==> src/rtl/bus_wait_ctrl.sv <==
module bus_wait_ctrl #(
  parameter int AW = 8,
  parameter int DW = 8,
  parameter logic [AW-1:0] MODE0_ADDR = 8'h04,
  parameter logic [AW-1:0] MODE1_ADDR = 8'h05,
  parameter logic [AW-1:0] CSCTL_ADDR = 8'h08,
  parameter logic [AW-1:0] GUARD_ADDR = 8'h0A
) (
  input  logic          clk,
  input  logic          rst_n,
  input  logic          wr_en,
  input  logic [AW-1:0] wr_addr,
  input  logic [DW-1:0] wr_data,
  input  logic [AW-1:0] rd_addr,
  output logic [DW-1:0] rd_data,
  input  logic          req,
  input  logic [1:0]    req_area,
  input  logic [1:0]    req_cs,
  input  logic          req_mux,
  output logic          busy,
  output logic          cycle_done,
  output logic          bclk_oe
);
  localparam int CW = 2;

  logic [DW-1:0] mode0, mode1, cs_ctl, guard;
  logic [CW-1:0] cnt, len;
  logic          unlocked, accept, slow_all, cs_fast;

  assign unlocked = guard[1];
  assign slow_all = mode1[7];
  assign cs_fast  = cs_ctl[4 + req_cs];
  assign accept   = req && !busy;

  always_comb begin
    if (req_area == 2'd0)      len = CW'(2);
    else if (req_area == 2'd1) len = slow_all ? CW'(2) : CW'(1);
    else if (req_mux)          len = CW'(3);
    else if (slow_all)         len = CW'(2);
    else                       len = cs_fast ? CW'(1) : CW'(2);
  end

  always_ff @(posedge clk or negedge rst_n) begin
    if (!rst_n) begin
      mode0  <= '0;
      mode1  <= '0;
      cs_ctl <= '0;
      guard  <= '0;
    end else if (wr_en) begin
      if (wr_addr == MODE0_ADDR && unlocked) mode0 <= wr_data;
      if (wr_addr == MODE1_ADDR && unlocked) mode1 <= wr_data;
      if (wr_addr == CSCTL_ADDR)             cs_ctl <= wr_data;
      if (wr_addr == GUARD_ADDR)             guard <= wr_data;
    end
  end

  always_ff @(posedge clk or negedge rst_n) begin
    if (!rst_n) begin
      busy <= 1'b0;
      cnt  <= '0;
    end else if (accept) begin
      busy <= 1'b1;
      cnt  <= len;
    end else if (busy) begin
      cnt <= cnt - CW'(1);
      if (cnt == CW'(1)) busy <= 1'b0;
    end
  end

  assign cycle_done = busy && (cnt == CW'(1));
  assign bclk_oe    = ~mode0[7];

  always_comb begin
    rd_data = '0;
    if (rd_addr == MODE0_ADDR)      rd_data = mode0;
    else if (rd_addr == MODE1_ADDR) rd_data = mode1;
    else if (rd_addr == CSCTL_ADDR) rd_data = cs_ctl;
    else if (rd_addr == GUARD_ADDR) rd_data = guard;
  end

  assert_sfr_two_R1: assert property (@(posedge clk) disable iff (!rst_n)
    (req && !busy && req_area == 2'd0) |=> (busy && cnt == CW'(2)));

  assert_mux_three_R5: assert property (@(posedge clk) disable iff (!rst_n)
    (req && !busy && req_area[1] && req_mux) |=> (busy && cnt == CW'(3)));

  assert_locked_mode1_R7: assert property (@(posedge clk) disable iff (!rst_n)
    (wr_en && wr_addr == MODE1_ADDR && !guard[1]) |=> $stable(mode1));

  assert_locked_mode0_R7: assert property (@(posedge clk) disable iff (!rst_n)
    (wr_en && wr_addr == MODE0_ADDR && !guard[1]) |=> $stable(bclk_oe));

  assert_hold_busy_R9: assert property (@(posedge clk) disable iff (!rst_n)
    (busy && !cycle_done) |=> (busy && cnt == $past(cnt) - CW'(1)));

  assert_done_ends_R10: assert property (@(posedge clk) disable iff (!rst_n)
    cycle_done |=> (!busy && !cycle_done));
endmodule

==> config.mk <==
export PLATFORM = sky130hd
export DESIGN_NAME = bus_wait_ctrl
export DESIGN_NICKNAME = d
export VERILOG_FILES = /design/src/rtl/bus_wait_ctrl.sv
export SDC_FILE = /design/constraint.sdc
export NUM_CORES = 1
export LEC_CHECK = 0
export ABC_AREA = 0
export BUFFER_PORTS_ARGS = -buffer_cell sky130_fd_sc_hd__buf_2
export CAP_MARGIN = 5
export CORE_ASPECT_RATIO = 1.4
export CORE_UTILIZATION = 45
export DETAILED_ROUTE_END_ITERATION = 10
export HOLD_SLACK_MARGIN = 0.02
export PLACE_DENSITY = 0.68
export RECOVER_POWER = 100
export SYNTH_ARGS = -nofsm -noshare
export SYNTH_HDL_FRONTEND = slang
export SYNTH_SLANG_ARGS = --single-unit
==> constraint.sdc <==
create_clock -name clk -period 1.9 [get_ports clk]
set_input_delay 0.19 -clock clk [delete_from_list [all_inputs] [get_ports clk]]
set_output_delay 0.19 -clock clk [all_outputs]
set_load 0.1 [all_outputs]
==> results.yml <==
worst_setup_path:
  ff2ff_setup_slack_ns: 0.29
  criticalPathCategory: "in -> out"
  path_cells: "buf_2, or4_4, or3_4, buf_6, a31oi_4, buf_12"
  cpMaxStageDelayCell: "or4_4"
  path_buf_inv: 3
  cp-end-kind: "output pin"
  critical_path_arrival_ns: 1.69
  r2r-start: "guard[1]"
  r2r_cells: 4
  max_stage_delay_ns: 0.51
  path_delay_family: "simple AND/OR/NAND/NOR gates"
  worstSetupStartpointType: "primary input"
  r2r_end: "mode1[4]"
  worstPathRequired_ns: 1.71
  worstPathMaxFanout: 4
synth:
  syn_area_um2: 1834
  yosys_warnings: 0
  netlist.area_leader.share: 0.4775
  syn_area_per_cell_um2: 12.31
  syn_inst: 149
  synth_nets: 183
  ys_seq_elements: 35
  ys_seq_area_frac: 0.4775
  yosysTopAreaCell: "dfrtp_1"
  synth_area_leaders: "dfrtp_1 48%, mux2_2 25%, nor4_1 3.4%"
  yosysUniqueCellTypes: 31
place:
  dp_hpwl_um: 3481
  portBuffers: 43
  routabilityCongestion: 0.8444
  place_area_um2: 2505
route:
  vias: 1542
  drcViolationCount: 0
  drt_wl_total_um: 4743
  drt_iter0_drc: 71
  postRouteAntennaNets: 0
  vias_per_cell: 5.954
  dr.pass1.iters: 4
  wl_per_cell_um: 18.31
global_routing:
  gr-total-overflow: 0
  grt_pass1_vias: 1722
  grt_usage: 0.2400
  grt_max_degree: 36
  antenna_found_initial: 0
  grt_pass1_wl_um: 7935
sta:
  finalClockSkew_ns: 0.007325
  clock.fmax_mhz: 531.5
  rsz0062_at_grt: "yes"
  post-route-period-util: 0.9903
  maxSlewViolCount: 0
  worst_pin_slew_ns: 0.8651
  relSlewSlack: 0.4233
  hold_viol: 0
  fin_crit_ns: 1.882
  setup_violations: 0
run_status:
  status: "complete, no violations"
die:
  die_w_um: 55.96
  placement_rows: 27
  coreArea_um2: 3919
  die_h_um: 77.54
  fp.dieArea_um2: 4339
  pin_count: 44
  initial_core_util: 0.4681
finish:
  syn_to_final_growth_pct: 42.29
  fill_cells: 320
  final_layout_size_suffix_gt1_frac: 0.5926
  post-route-util: 0.6660
  final_cell_mix: "40 x mux2_2, 35 x dfrtp_1, 29 x buf_2"
  final_common_cell: "mux2_2"
  final_area_um2: 2610
  diodes: 0
  fin_nets: 249
min_path:
  hp-start: "wr_data[6]"
  hp-class: "in -> reg"
  holdPathStages: 2
  min_to: "cs_ctl[6]"
clock_network:
  clkTransAtPathRegs_ns: 0.07
  numCtsBuffers: 5
  cts_buffer_depth: 2
  cts_setup_buffers: 0
  clkLatencyLatePin_ns: 0.29
  cts_tree: "built"
  htree_levels: 2
  root_buffer: "clkbuf_8"
  clkSinkCount: 35
power:
  ir_worst_vdd_mv: 1.220
  cellPowerDensity_nw_per_um2: 740.7
  power_leakage_uw: 0.001202
job:
  maxCapViolCount: 0
==> where the power goes <==
group	switching, µW	total, µW	leakage (µW)	internal (µW)
Clock	264	688	0.0000612	424
Sequential	37.0	832	0.000478	795
Combinational	271	413	0.000662	142
Total	572	1930	0.00120	1360
==> through the flow <==
step / hold slack, ns / power [µW] / setup TNS [ns] / setup WS [ns] / std cells
6_report: 0.1796 / 1933 / 0 / 0.01845 / 259
4_1_cts: 0.1754 / 1958 / 0 / 0.01169 / 259
2_1_floorplan: -0.1056 / 1137 / -1.999 / -0.2563 / 149
3_3_place_gp: 0.2982 / 1250 / -0.1798 / -0.04238 / 250
5_1_grt: 0.1841 / 2007 / -0.01168 / -0.007171 / 259
3_5_place_dp: 0.3198 / 1265 / -0.2029 / -0.03928 / 250
==> state kept, by name (all words and copies together), names as in the netlist <==
signal	count
guard	8
busy	1
cnt	2
cs_ctl	8
mode0	8
mode1	8
==> what timing repair did <==
action	in CTS	in global routing
hold endpoints to repair	35	0
pin swaps	5	1
resized for setup	4	2
hold buffers	1	0
setup endpoints to repair	8	5
==> worst max path at each step <==
stage                     startpoint         end  depth (start not counted)
final                     rd_addr[4]  rd_data[5]                          6
after floorplan           rd_addr[5]  rd_data[0]                          5
after global placement    rd_addr[5]  rd_data[5]                          6
after global routing      rd_addr[4]  rd_data[2]                          6
after CTS                 rd_addr[4]  rd_data[2]                          6
after detailed placement  rd_addr[5]  rd_data[0]                          6
==> cells by family after synthesis <==
family          count (synthesis)  share of synthesized area
flops                          35                     0.4775
simple gates                   48                     0.1815
compound gates                 12                    0.04297
mux                            43                     0.2688
buf+inv                        10                    0.02250
fa+ha+maj                       1                   0.006820
==> Yosys cell counts (all sizes together) <==
cell and n:
nand3b 1, nand2b 2, a21oi 1, nor2b 1, or4 2, nand3 8
nor2 3, o21ai 1, or3b 1, ha 1, a31oi 8, nor4bb 1
mux2i 2, or2b 1, a221oi 1, clkbuf 4, nand2 1, dfrtp 35
and2 1, mux2 40, or3 1, nor3b 3, buf 3, mux4 1
nand4b 1, nor4 12, a221o 1, nand4 9, inv 3
==> worst reg2reg max path, stage by stage (launching register included) <==
cell and delay [ns]:
dfrtp_1 0.37, nor4bb_1 0.34, nand4_1 0.16, clkbuf_1 0.28, mux2_2 0.35
==> per-layer routing <==
| metal | vias to the layer above | routed length (µm) | track usage |
|---|---|---|---|
| li1 | 713 | - | - |
| met1 | 778 | 1797 | 0.2799 |
| met2 | 41 | 2679 | 0.4226 |
| met3 | 10 | 168 | 0.04667 |
| met4 | 0 | 98 | 0.1049 |
| met5 | - | 0 | 0 |
==> final cells by class <==
cell class | count | area, µm² | area share
clock buffer | 6 | 82.58 | 0.03164
clock inverter | 2 | 35.03 | 0.01342
inverter | 3 | 11.26 | 0.004314
multi-input combinational | 104 | 1035 | 0.3965
sequential | 35 | 875.8 | 0.3356
tap | 43 | 53.80 | 0.02061
timing repair buffer | 66 | 516.7 | 0.1980
Power figures use the tool's default switching activity.
